### src/rtl/svm_pkg.sv
package svm_pkg;

  typedef logic [2:0] vec_t;

  typedef enum logic [1:0] {
    PH_Z0 = 2'd0,
    PH_A  = 2'd1,
    PH_B  = 2'd2,
    PH_Z7 = 2'd3
  } phase_t;

  // Vector at the start edge of sector k, counter-clockwise rotation.
  function automatic vec_t sector_vec(input logic [2:0] k);
    case (k)
      3'd0:    return 3'b100;
      3'd1:    return 3'b110;
      3'd2:    return 3'b010;
      3'd3:    return 3'b011;
      3'd4:    return 3'b001;
      default: return 3'b101;
    endcase
  endfunction

  function automatic logic [2:0] next_sector(input logic [2:0] k);
    return (k == 3'd5) ? 3'd0 : k + 3'd1;
  endfunction

  // sin(idx * 60deg / steps) in Q30, odd Taylor series to the 13th power.
  function automatic longint sine_q30(input int idx, input int steps);
    longint x;
    longint term;
    longint acc;
    x    = (longint'(idx) * 64'sd1124419809) / longint'(steps);
    term = x;
    acc  = x;
    for (int k = 1; k <= 6; k++) begin
      term = (term * x) >>> 30;
      term = (term * x) >>> 30;
      term = -(term / longint'((2 * k) * (2 * k + 1)));
      acc  = acc + term;
    end
    return (acc < 0) ? 64'sd0 : acc;
  endfunction

endpackage

### src/rtl/svm_sine_rom.sv
module svm_sine_rom #(
  parameter int SEC_STEPS = 16,
  parameter int SIN_FRAC  = 14,
  localparam int ENTRIES  = SEC_STEPS * 3 / 2 + 1,
  localparam int IDX_W    = $clog2(ENTRIES),
  localparam int SIN_W    = SIN_FRAC + 1
) (
  input  logic [IDX_W-1:0] idx_a,
  input  logic [IDX_W-1:0] idx_b,
  output logic [SIN_W-1:0] val_a,
  output logic [SIN_W-1:0] val_b
);

  logic [SIN_W-1:0] qwave [ENTRIES];

  // Quarter-wave table, 0 to 90 degrees, built at elaboration.
  for (genvar i = 0; i < ENTRIES; i++) begin : g_ent
    localparam longint RAW = svm_pkg::sine_q30(i, SEC_STEPS);
    assign qwave[i] = SIN_W'(RAW >>> (30 - SIN_FRAC));
  end

  assign val_a = qwave[idx_a];
  assign val_b = qwave[idx_b];

endmodule

### src/rtl/svm_dwell.sv
module svm_dwell #(
  parameter int HALF      = 64,
  parameter int SEC_STEPS = 16,
  parameter int M_W       = 10,
  parameter int SIN_FRAC  = 14,
  localparam int FULL     = 6 * SEC_STEPS,
  localparam int ANG_W    = $clog2(FULL),
  localparam int TW       = $clog2(HALF + 1)
) (
  input  logic             clk,
  input  logic             rst,
  input  logic             load,
  input  logic [ANG_W-1:0] ang_i,
  input  logic [M_W-1:0]   mod_i,
  output logic [2:0]       sec_o,
  output logic [TW-1:0]    t1_o,
  output logic [TW-1:0]    t2_o,
  output logic [TW-1:0]    t3_o
);

  localparam int ENTRIES   = SEC_STEPS * 3 / 2 + 1;
  localparam int IDX_W     = $clog2(ENTRIES);
  localparam int SIN_W     = SIN_FRAC + 1;
  localparam int M_MAX     = (866 * (1 << M_W)) / 1000;
  localparam int CLAMP_LIM = (M_MAX * HALF) >> M_W;
  localparam int PROD_W    = M_W + SIN_W + $clog2(HALF) + 1;

  function automatic logic [TW-1:0] scale_dwell(input logic [M_W-1:0] m,
                                                input logic [SIN_W-1:0] s);
    logic [PROD_W-1:0] p;
    p = PROD_W'(m) * PROD_W'(s) * PROD_W'(HALF);
    return TW'(p >> (M_W + SIN_FRAC));
  endfunction

  logic [ANG_W-1:0] ang_f;
  logic [ANG_W-1:0] sec_w;
  logic [ANG_W-1:0] theta;
  logic [M_W-1:0]   m_c;
  logic [IDX_W-1:0] idx_a;
  logic [IDX_W-1:0] idx_b;
  logic [SIN_W-1:0] sin_a;
  logic [SIN_W-1:0] sin_b;
  logic [TW-1:0]    ha;
  logic [TW-1:0]    hb;
  logic [TW-1:0]    hz;
  logic [TW-1:0]    q0;

  always_comb begin
    ang_f = (ang_i >= ANG_W'(FULL)) ? ang_i - ANG_W'(FULL) : ang_i;
    sec_w = ang_f / ANG_W'(SEC_STEPS);
    theta = ang_f - sec_w * ANG_W'(SEC_STEPS);
    m_c   = (mod_i > M_W'(M_MAX)) ? M_W'(M_MAX) : mod_i;
    idx_a = IDX_W'(SEC_STEPS) - IDX_W'(theta);
    idx_b = IDX_W'(theta);
  end

  svm_sine_rom #(
    .SEC_STEPS(SEC_STEPS),
    .SIN_FRAC (SIN_FRAC)
  ) u_rom (
    .idx_a(idx_a),
    .idx_b(idx_b),
    .val_a(sin_a),
    .val_b(sin_b)
  );

  always_comb begin
    ha = scale_dwell(m_c, sin_a);
    hb = scale_dwell(m_c, sin_b);
    hz = TW'(HALF) - ha - hb;
    q0 = hz >> 1;
  end

  always_ff @(posedge clk) begin
    if (rst) begin
      sec_o <= 3'd0;
      t1_o  <= TW'(HALF / 2);
      t2_o  <= TW'(HALF / 2);
      t3_o  <= TW'(HALF / 2);
    end else if (load) begin
      sec_o <= 3'(sec_w);
      t1_o  <= q0;
      t2_o  <= q0 + ha;
      t3_o  <= q0 + ha + hb;
    end
  end


  no_overflow_chk: assert property (@(posedge clk) disable iff (rst)
    (t3_o <= TW'(HALF)) && (t1_o <= t2_o) && (t2_o <= t3_o));


  clamp_bound_chk: assert property (@(posedge clk) disable iff (rst)
    (t3_o - t1_o) <= TW'(CLAMP_LIM));

endmodule

### src/rtl/svm_sequencer.sv
module svm_sequencer #(
  parameter int HALF   = 64,
  localparam int PER   = 2 * HALF,
  localparam int CW    = $clog2(PER),
  localparam int TW    = $clog2(HALF + 1)
) (
  input  logic          clk,
  input  logic          rst,
  input  logic [2:0]    sec_i,
  input  logic [TW-1:0] t1_i,
  input  logic [TW-1:0] t2_i,
  input  logic [TW-1:0] t3_i,
  output logic          load_o,
  output svm_pkg::vec_t vec_o
);

  import svm_pkg::*;

  logic [CW-1:0] cnt_q;
  logic [TW-1:0] h;
  phase_t        phase;

  always_ff @(posedge clk) begin
    if (rst)         cnt_q <= '0;
    else if (load_o) cnt_q <= '0;
    else             cnt_q <= cnt_q + CW'(1);
  end

  assign load_o = (cnt_q == CW'(PER - 1));

  // Position inside the half period, mirrored in the second half.
  always_comb begin
    if (cnt_q < CW'(HALF)) h = TW'(cnt_q);
    else                   h = TW'(CW'(PER - 1) - cnt_q);
  end

  always_comb begin
    if (h < t1_i)      phase = PH_Z0;
    else if (h < t2_i) phase = PH_A;
    else if (h < t3_i) phase = PH_B;
    else               phase = PH_Z7;
  end

  always_comb begin
    case (phase)
      PH_Z0:   vec_o = 3'b000;
      PH_A:    vec_o = sector_vec(sec_i);
      PH_B:    vec_o = sector_vec(next_sector(sec_i));
      default: vec_o = 3'b111;
    endcase
  end


  edge_zero_chk: assert property (@(posedge clk) disable iff (rst)
    (cnt_q == '0 || cnt_q == CW'(PER - 1)) |-> (vec_o == 3'b000));


  phase_order_chk: assert property (@(posedge clk) disable iff (rst)
    (cnt_q != '0 && cnt_q < CW'(HALF)) |-> (phase >= $past(phase)));


  centre_mirror_chk: assert property (@(posedge clk) disable iff (rst)
    (cnt_q == CW'(HALF)) |-> (vec_o == $past(vec_o)));

endmodule

### src/rtl/svm_modulator.sv
module svm_modulator #(
  parameter int HALF      = 64,
  parameter int SEC_STEPS = 16,
  parameter int M_W       = 10,
  parameter int SIN_FRAC  = 14,
  localparam int ANG_W    = $clog2(6 * SEC_STEPS),
  localparam int TW       = $clog2(HALF + 1)
) (
  input  logic             clk,
  input  logic             rst,
  input  logic [ANG_W-1:0] ang_i,
  input  logic [M_W-1:0]   mod_i,
  output logic [2:0]       gate_hi_o,
  output logic [2:0]       gate_lo_o
);

  logic          load;
  logic [2:0]    sec;
  logic [TW-1:0] t1;
  logic [TW-1:0] t2;
  logic [TW-1:0] t3;
  svm_pkg::vec_t vec;

  svm_dwell #(
    .HALF     (HALF),
    .SEC_STEPS(SEC_STEPS),
    .M_W      (M_W),
    .SIN_FRAC (SIN_FRAC)
  ) u_dwell (
    .clk  (clk),
    .rst  (rst),
    .load (load),
    .ang_i(ang_i),
    .mod_i(mod_i),
    .sec_o(sec),
    .t1_o (t1),
    .t2_o (t2),
    .t3_o (t3)
  );

  svm_sequencer #(
    .HALF(HALF)
  ) u_seq (
    .clk   (clk),
    .rst   (rst),
    .sec_i (sec),
    .t1_i  (t1),
    .t2_i  (t2),
    .t3_i  (t3),
    .load_o(load),
    .vec_o (vec)
  );

  assign gate_hi_o = vec;
  assign gate_lo_o = ~vec;

endmodule

### config.mk
export PLATFORM = sky130hd
export DESIGN_NAME = svm_modulator
export DESIGN_NICKNAME = d
export VERILOG_FILES = /design/src/rtl/svm_pkg.sv /design/src/rtl/svm_sine_rom.sv /design/src/rtl/svm_dwell.sv /design/src/rtl/svm_sequencer.sv /design/src/rtl/svm_modulator.sv
export SDC_FILE = /design/constraint.sdc
export NUM_CORES = 1
export LEC_CHECK = 0
export BUFFER_PORTS_ARGS = -buffer_cell sky130_fd_sc_hd__buf_2
export CORE_AREA = 2 2 193 195
export CTS_CLUSTER_SIZE = 28
export DETAILED_ROUTE_END_ITERATION = 12
export DIE_AREA = 0 0 195 197
export GPL_ROUTABILITY_DRIVEN = 1
export GPL_TIMING_DRIVEN = 0
export PLACE_DENSITY = 0.46
export SLEW_MARGIN = 20
export SYNTH_ARGS = -nofsm -noshare
export SYNTH_HDL_FRONTEND = slang
export SYNTH_SLANG_ARGS = --single-unit
### constraint.sdc
create_clock -name clk -period 10.9 [get_ports clk]
set_input_delay 1.09 -clock clk [delete_from_list [all_inputs] [get_ports clk]]
set_output_delay 1.09 -clock clk [all_outputs]
set_load 0.05 [all_outputs]
==> results.md, run 1 <==
- Outcome: finished, final reports clean
- Final Setup Violations: 0
- CP startpoint kind: primary input
- Warnings from Yosys: 0
- Synth top area share: 0.335
- Number of synthesized flops with an enable pin: 0
- Seq/Total Area, Yosys: 0.0508
- Total CTS buffers: 5
- Crit. End Element: flop
- Netlist cell types: 71
- Syn_nets: ~1800
- Initial antenna violation count: 0
- Buffers on Ports: 21
- Layout Area Growth over Synthesis: 17.0%
- GRT overflow: 0
- Routed len/inst: between 15 and 20 um
- Critical Path AT: ~11000 ps
- I/O pin total: 25
- Number of fillers in the final layout: 3845
- Die width: 195 um
- DRT Pass-1 Iters: 5
- Clock slew at reported path FFs: about 50 ps
- CTS tree: built
- #FFs+latches synth: 30
- Gpl congestion: 0.880
- Final net count: 1911
- Iter 0 DRT Violations: about 460
- Largest net degree at the start of global routing: 11
- Row Count: 70
- Via/cell ratio: 4.96
- Worst-path maximum fanout: 10
- Least-Margin Pin Slew: 939 ps
- Post-synth ARST share: 0
- Area leader, netlist: fa_1
- Post-Syn Instances: 1457
- Ratio of cells with drive above 1 in the final layout: 0.152
- Global-route wire length before repair: 56700 um
- Total GRT Usage: 0.187
- MaxCap Viol Count: 0
- DRT Wirelength: 34400 um
- Avg Inst Size Synth: slightly above 8 um2
- Area contributors post-synth: fa_1 (34%), ha_1 (17%), inv_1 (7.9%), nand2_1 (6.7%), nor2_1 (5.5%)
- Clock root cell: clkbuf_16
- Layout Skew: 3.15 ps
- H-Tree Depth: 2
- Fin crit period: about 11000 ps
- Max incr delay on CP: approximately 610 ps
- Die Ht: 197 um
- Most used cell along the critical path: fa_1
- Final period util: 0.963
- Max-slew violation count: 0
- DP HPWL: 27700 um
- Critical Path RT: 11040 ps
- Netlist Area Pre-Place: 0.0118 mm2
- Hold Violations, Final: 0
- Placeable Area: 0.0363 mm2
- Peak Freq: 0.0952 GHz
- Clk Latency, worst-skew pair: 280 ps
- DRC Markers: 0
- Synth Flop Type: dfxtp_1
- Die Area: 0.0384 mm2
- CTS sink cnt: 30
- Relative slew slack: 0.370
- Final TNS setup: 0 ps
- DRT antenna net count: 0
- Type of the worst setup path: in -> reg
- Vias in the first global route: 10522
- Starting Density: 0.326
- Slowest cell on the critical path: fa_2
- Min-Delay Path Class: reg -> reg
- ANT cells: 0
- Max Buffers Root-to-Sink: 2
- DR vias: 9909
placed cells by master, fill, tap and decap left out, types with 30 or more instances in the layout:
| cell type | Yosys | layout |
|---|---|---|
| and2_1 | 32 | 30 |
| nor2_1 | 174 | 160 |
| a21oi_1 | 68 | 56 |
| ha_1 | 164 | 148 |
| dfxtp_1 | 30 | 30 |
| o21ai_0 | 38 | 35 |
| fa_1 | 198 | 194 |
| buf_4 | 0 | 51 |
| inv_1 | 249 | 238 |
| nand2_1 | 210 | 206 |
stage by stage:
stage          cells  hold slack (ps)  cell area [um2]   util  setup WS, ps
2_1_floorplan   1457              432            11800      -          50.8
3_3_place_gp    1946              443            12500  0.346         -2180
3_5_place_dp    1947              448            12600  0.346         -2160
4_1_cts         1984              456            13400  0.370          2.15
5_1_grt         1999              473            13800  0.381         -2.83
6_report        1999              453            13800  0.381           399
cells by family (layout without fill, tap and decap cells):
kind of cell | Yosys count | in the layout | synth area share
flops | 30 | 30 | 0.0508
buf+inv | 307 | 381 | 0.0986
fa+ha+maj | 365 | 365 | 0.512
xor+xnor | 45 | 45 | 0.0357
mux | 7 | 7 | 0.00720
simple gates | 507 | 507 | 0.186
compound gates | 196 | 196 | 0.110
sequential cells by signal, indices dropped and copies added (netlist names):
name	count
u_dwell.t1_o	6
u_dwell.t3_o	7
u_seq.cnt_q	7
u_dwell.sec_o	3
u_dwell.t2_o	7
timing repair:
action,4_1_cts,5_1_grt
pin swaps,35,53
hold buffers,0,0
endpoints found under the setup margin,13,5
gates resized for setup,106,73
gates cloned,0,0
setup buffers,36,17
final cells by class:
class	instances	area, um2	area share
inverter	250	955	0.0690
clock buffer	6	139	0.0100
multi-input combinational	1120	10700	0.775
buffer	48	268	0.0194
timing repair buffer	75	554	0.0401
sequential	30	601	0.0434
tap	468	586	0.0423
clock inverter	2	12.5	0.000905
critical path, delay by kind of cell:
kind,cells,cell delay (ps)
AO/OA/AOI/OAI,9,1820
buffers and inverters,12,1350
XOR/XNOR,1,170
adder cells (fa/ha/maj),13,5300
AND/OR/NAND/NOR,6,900
Yosys cell counts (14+ instances only):
cell,number
inv_1,249
nand2_1,210
fa_1,198
nor2_1,174
ha_1,164
a21oi_1,68
clkbuf_1,50
o21ai_0,38
and2_1,32
dfxtp_1,30
xnor2_1,26
a21o_1,17
xor2_1,17
nor3_1,16
nand2b_1,14
path summary, 6_finish.rpt:
| check | startpoint | end | slack (ps) | cells after the start |
|---|---|---|---|---|
| max | ang_i[2] | u_dwell.t3_o[5] | 400 | 41 |
| min | u_dwell.t3_o[3] | u_dwell.t3_o[3] | 450 | 2 |
| max reg2reg | u_seq.cnt_q[6] | u_dwell.t3_o[0] | 8820 | 6 |
| min reg2reg | u_dwell.t3_o[3] | u_dwell.t3_o[3] | 450 | 2 |
routing by layer:
layer | global-route usage | share of wire | vias to the layer above
met1 | 0.261 | 0.48 | 4968
met5 | 0 | 0 | -
met4 | 0.0195 | 0.0087 | 0
met3 | 0.0104 | 0.025 | 17
met2 | 0.331 | 0.49 | 147
li1 | - | - | 4777
Power of run 1 is left out: the tool's default activity adds up to more than one toggle a clock period on the data nets, which glitch-free logic cannot reach.
==> inputs of run 2 (changes only) <==
PLACE_DENSITY = 0.57   (was 0.46)
==> run 2 against run 1 <==
Net effect:
- hold slack worse by 4.4 ps
- critical endpoint unchanged
- first-iteration DRC count is 68% higher
- global-route usage is 0.80 points lower
- critical path type unchanged
- final cell count grew 1.0%
- setup slack improved by 2.0 ps
- final area is 1.2% higher
- via count grew 3.9%
- utilization rose by 0.47 points
- wire length decreased by 1.9%
==> results.md, run 2 (synthesized netlist as in run 1, its figures left out) <==
- Outcome: finished, final reports clean
- Most used cell along the critical path: fa_1
- Largest net degree at the start of global routing: 11 (unchanged)
- Clk Latency, worst-skew pair: 270 ps (about the same)
- Area post-placement: 0.0126 mm2 (about the same)
- Biggest regs: u_dwell.t2_o: 7 flops, u_dwell.t3_o: 7 flops, u_seq.cnt_q: 7 flops
- Max-slew violation count: 0 (unchanged)
- Die width: 195 um (unchanged)
- Die Area: 0.0384 mm2 (unchanged)
- Commonest non-fill, non-tap cell in the layout: inv_1
- DR vias: 10297 (+3.9%)
- Post-CTS Hold Fix Bufs: 0 (unchanged)
- CTS sink cnt: 30 (unchanged)
- Relative slew slack: 0.392 (+0.0221)
- Critical Path RT: 11030 ps (about the same)
- Crit. End Element: flop
- GRT overflow: 0 (unchanged)
- Starting Density: 0.326 (unchanged)
- Min-Delay Path Class: reg -> reg
- Critical Path Start: ang_i[1]
- DRT antenna net count: 0 (unchanged)
- Die Ht: 197 um (unchanged)
- Most frequent cells in the layout: inv_1 (241), nand2_1 (206), fa_1 (194)
- Global-route wire length before repair: 55800 um (-1.5%)
- Initial antenna violation count: 0 (unchanged)
- Vias in the first global route: 10741 (+2.1%)
- Max incr delay on CP: 510 ps (-100 ps)
- Routed len/inst: 16.7 um (-2.8%)
- Max Buffers Root-to-Sink: 2 (unchanged)
- Clock slew at reported path FFs: 50 ps (about the same)
- Final net count: 1932 (+1.1%)
- WP buf/inv: 10 (-2)
- Final Setup Violations: 0 (unchanged)
- Hold path startpoint: u_dwell.t3_o[2]
- Via/cell ratio: 5.10 (+2.9%)
- ANT cells: 0 (unchanged)
- Clock root cell: clkbuf_16
- FF-to-FF Start: u_seq.cnt_q[6]
- Buffers on Ports: 21 (unchanged)
- Slowest cell on the critical path: fa_1
- Peak Freq: 0.0952 GHz (about the same)
- DP HPWL: 26200 um (-5.3%)
- Least-Margin Pin Slew: 912 ps (-26.8 ps)
- Layout Skew: 3.79 ps (+0.639 ps)
- Cell area after layout: 0.0140 mm2 (+1.2%)
- DRT Pass-1 Iters: 6 (+1)
- Iter 0 DRT Violations: 769 (+68%)
- GR peak layer: met2
- I/O pin total: 25 (unchanged)
- CP startpoint kind: primary input
- Type of the worst setup path: in -> reg
- Row Count: 70 (unchanged)
- Layout Area Growth over Synthesis: 18.5%
- H-Tree Depth: 2 (unchanged)
- Final period util: 0.963 (about the same)
- Gpl congestion: 0.938 (+6.6%)
- Hold Violations, Final: 0 (unchanged)
- MaxCap Viol Count: 0 (unchanged)
- Fin crit period: 10500 ps (-1.95 ps)
- DRC Markers: 0 (unchanged)
- Placeable Area: 0.0363 mm2 (unchanged)
- Grt met1 use: 0.243 (-0.0184)
- GR met2 Demand/Resource: 0.311 (-0.0198)
- Total CTS buffers: 5 (unchanged)
- Critical path's top delay family: adder cells
- Critical Path AT: 10630 ps (about the same)
- Worst-path maximum fanout: 8 (-2)
- CTS tree: built
- Total GRT Usage: 0.179 (-0.00796)
- DRT Wirelength: 33800 um (-1.9%)
- M3 GR Usage: 0.0161 (+0.00565)
- Ratio of cells with drive above 1 in the final layout: 0.162 (+0.0103)
-- run 2: cell count changes in the layout (fill, tap and decap cells not counted), sizes merged --
cell | before | now
buf | 81 | 100
clkbuf | 48 | 50
clkinv | 1 | 0
clkinvlp | 4 | 3
o21ai | 42 | 43
-- run 2: final timing paths --
| path | to | slack (ps) | depth (start not counted) |
|---|---|---|---|
| hold / removal | u_dwell.t3_o[2] | 450 | 2 |
| hold reg to reg | u_dwell.t3_o[2] | 450 | 2 |
| setup / recovery | u_dwell.t3_o[5] | 400 | 46 |
| setup reg to reg | u_dwell.t3_o[0] | 8860 | 6 |
-- run 2: worst reg2reg max path, stage by stage, from the launching register on --
cell and delay [ps]:
dfxtp_1 300, clkbuf_1 360, inv_1 130, nor2_1 410
clkbuf_1 510, nand2_1 120, a21oi_1 140
-- run 2: final cells by class --
| class | count | area [um2] |
|---|---|---|
| fillers | 3754 | 22300 |
| inverters | 250 | 950 |
| repair buffers | 93 | 673 |
| clock buffers | 7 | 133 |
| plain buffers | 50 | 283 |
| flip-flops and latches | 30 | 601 |
| multi-input cells | 1121 | 10800 |
| well taps | 468 | 586 |
-- run 2: metal layers --
metal / wire, um / vias to the layer above
met2: 16100 / 322
met3: 2130 / 63
met5: 0 / -
met4: 884 / 0
met1: 14700 / 5108
li1: - / 4804
-- run 2: metrics by stage --
step            util  TNS, ps  instances  worst slack [ps]  hold WS, ps
2_1_floorplan      -        0       1457              50.8          432
3_3_place_gp   0.346   -14410       1946             -2020          440
3_5_place_dp   0.346   -14540       1947             -2020          446
4_1_cts        0.371        0       1994              8.33          454
5_1_grt        0.386     -124       2019             -66.6          483
6_report       0.386        0       2019               401          448
-- run 2: timing repair --
action,4_1_cts,5_1_grt
resized for setup,97,89
gates cloned,1,1
buffers inserted,46,24
pin swaps,39,60
setup endpoints to repair,13,5
Power of run 2 is left out for the same reason.
==> inputs of run 3 (changes only) <==
PLACE_DENSITY = unset   (was 0.57)
PLACE_DENSITY_LB_ADDON = 0.08   (was unset)
==> run 3 against run 2 <==
Net effect:
- setup slack worse by 64 ps
- sequential share of layout area is 0.098 points lower
- non-clock buffer count is 13 higher
- flip-flop and latch count stayed put
- hold slack better by 2.5 ps
- wire length is 8.7% higher
- highest routed layer unchanged
- final cell count is 0.69% higher
- final area is 2.3% higher
==> results.md, run 3 (synthesized netlist as in run 1, its figures left out) <==
- Type of the worst setup path: in -> reg
- Post-CTS Hold Fix Bufs: 0 (unchanged)
- Fin crit period: 10560 ps (+63.6 ps)
- Iter 0 DRT Violations: 495 (-36%)
- Peak Freq: 0.0947 GHz (-0.60%)
- DR vias: 10158 (-1.3%)
- Critical Path RT: 11090 ps (+60 ps)
- Largest net degree at the start of global routing: 11 (unchanged)
- Die Ht: 197 um (unchanged)
- Outcome: finished, final reports clean
- Total CTS buffers: 5 (unchanged)
- Commonest non-fill, non-tap cell in the layout: inv_1
- Worst-path maximum fanout: 8 (unchanged)
- Least-Margin Pin Slew: 924 ps (+12.0 ps)
- Cells after DPL: 1947 (unchanged)
- Die Area: 0.0384 mm2 (unchanged)
- Slowest cell on the critical path: fa_1
- Clock slew at reported path FFs: 50 ps (about the same)
- Final TNS setup: 0 ps (unchanged)
- FF-to-FF setup slack: 8750 ps (-110 ps)
- Number of fillers in the final layout: 3772 (+0.48%)
- Min-Delay Path Class: reg -> reg
- CTS sink cnt: 30 (unchanged)
- DRT Pass-1 Iters: 5 (-1)
- Final period util: 0.969 (+0.00583)
- DRC Markers: 0 (unchanged)
- CP startpoint kind: primary input
- PnR worst setup slack: 337 ps (-63.6 ps)
- Global-route wire length before repair: 58700 um (+5.1%)
- Crit. End Element: flop
- GRT overflow: 0 (unchanged)
- Hold Violations, Final: 0 (unchanged)
- Area post-placement: 0.0126 mm2 (unchanged)
- Die width: 195 um (unchanged)
- Biggest regs: u_dwell.t2_o: 7 flops, u_dwell.t3_o: 7 flops, u_seq.cnt_q: 7 flops
- Gpl congestion: 0.911 (-2.9%)
- Clk Latency, worst-skew pair: 270 ps (about the same)
- DRT Wirelength: 36700 um (+8.7%)
- RSZ-0062 raised after global routing: true
- Buffers on Ports: 21 (unchanged)
- Max Buffers Root-to-Sink: 2 (unchanged)
- Critical path's top delay family: adder cells
- Clock root cell: clkbuf_16
- DRT antenna net count: 0 (unchanged)
- Reg2Reg Depth: 6 (unchanged)
- WP buf/inv: 12 (+2)
- Total GRT Usage: 0.196 (+0.0163)
- Hold Path Depth: 2 (unchanged)
- FF-to-FF Start: u_seq.cnt_q[6]
- Via/cell ratio: 5.00 (-2.0%)
- Row Count: 70 (unchanged)
- Final net count: 1945 (+0.67%)
- Starting Density: 0.326 (unchanged)
- ANT cells: 0 (unchanged)
- DP HPWL: 28900 um (+10%)
- Initial antenna violation count: 0 (unchanged)
- Layout Skew: 3.48 ps (-0.301 ps)
- MaxCap Viol Count: 0 (unchanged)
- Max-slew violation count: 0 (unchanged)
- Place WS: -2370 ps (-343 ps)
- Relative slew slack: 0.380 (-0.0121)
- CTS tree: built
- H-Tree Depth: 2 (unchanged)
- Cell Count, Final, Fillers Out: 2033 (+0.69%)
- Max incr delay on CP: 570 ps (+60 ps)
- Cell area after layout: 0.0143 mm2 (+2.3%)
- Critical Path AT: 10760 ps (+130 ps)
- Routed len/inst: 18.1 um (+8.0%)
- Hold path startpoint: u_dwell.t3_o[4]
- Ratio of cells with drive above 1 in the final layout: 0.183 (+0.0209)
- Placeable Area: 0.0363 mm2 (unchanged)
- Most frequent cells in the layout: inv_1 (239), nand2_1 (204), fa_1 (194)
- Final Setup Violations: 0 (unchanged)
- Layout Area Growth over Synthesis: 21.2%
- Vias in the first global route: 10776 (+0.33%)
- I/O pin total: 25 (unchanged)
- Critical Path Start: ang_i[1]
- WP depth: 46 (unchanged)
==> run 3: changes by cell type in the layout (fill, tap and decap cells not counted), moves of 3 or more <==
| cell | change |
|---|---|
| nor2_4 | +4 |
| clkbuf_2 | +4 |
| buf_12 | +3 |
| buf_4 | +5 |
| clkbuf_1 | -7 |
| nor2_1 | -4 |
| xnor2_2 | +5 |
| xnor2_1 | -5 |
| clkbuf_8 | +4 |
==> run 3: through the flow <==
stage	hold WS, ps	util
finish	451	0.395
global route	474	0.395
CTS	451	0.375
detailed placement	446	0.346
global placement	441	0.346
floorplan	432	-
==> run 3: final cells by class <==
| cell class | instances | area [um2] | area share |
|---|---|---|---|
| multi-input cells | 1121 | 10900 | 0.760 |
| repair buffers | 107 | 826 | 0.0576 |
| clock buffers | 8 | 166 | 0.0116 |
| well taps | 468 | 586 | 0.0409 |
| plain buffers | 49 | 300 | 0.0210 |
| inverters | 250 | 953 | 0.0665 |
| flip-flops and latches | 30 | 601 | 0.0419 |
==> run 3: layer usage <==
metal	vias up	global-route usage	wire length, um
met5	-	0	0
met4	0	0.0370	706
met3	46	0.0217	1590
met2	186	0.338	17700
met1	5093	0.266	16700
li1	4833	-	-
==> run 3: worst register-to-register path: cells and delay by family, from the launching register on <==
kind,cells,cell delay [ps]
DFF,1,300
AOI/OAI and AO/OA,1,170
buffers and inverters,3,980
and+or+nand+nor,2,630
==> run 3: worst paths after layout <==
kind,end
worst max-delay path,u_dwell.t3_o[6]
worst min-delay path,u_dwell.t3_o[4]
worst max register to register,u_dwell.t3_o[2]
worst min register to register,u_dwell.t3_o[4]
==> run 3: repair_timing <==
item                       4_1_cts  5_1_grt
cloned                           1        1
setup buffers                   54       30
resized for setup              115      115
pin swaps                       43       55
setup endpoints to repair       14        5
Power of run 3 is left out for the same reason.
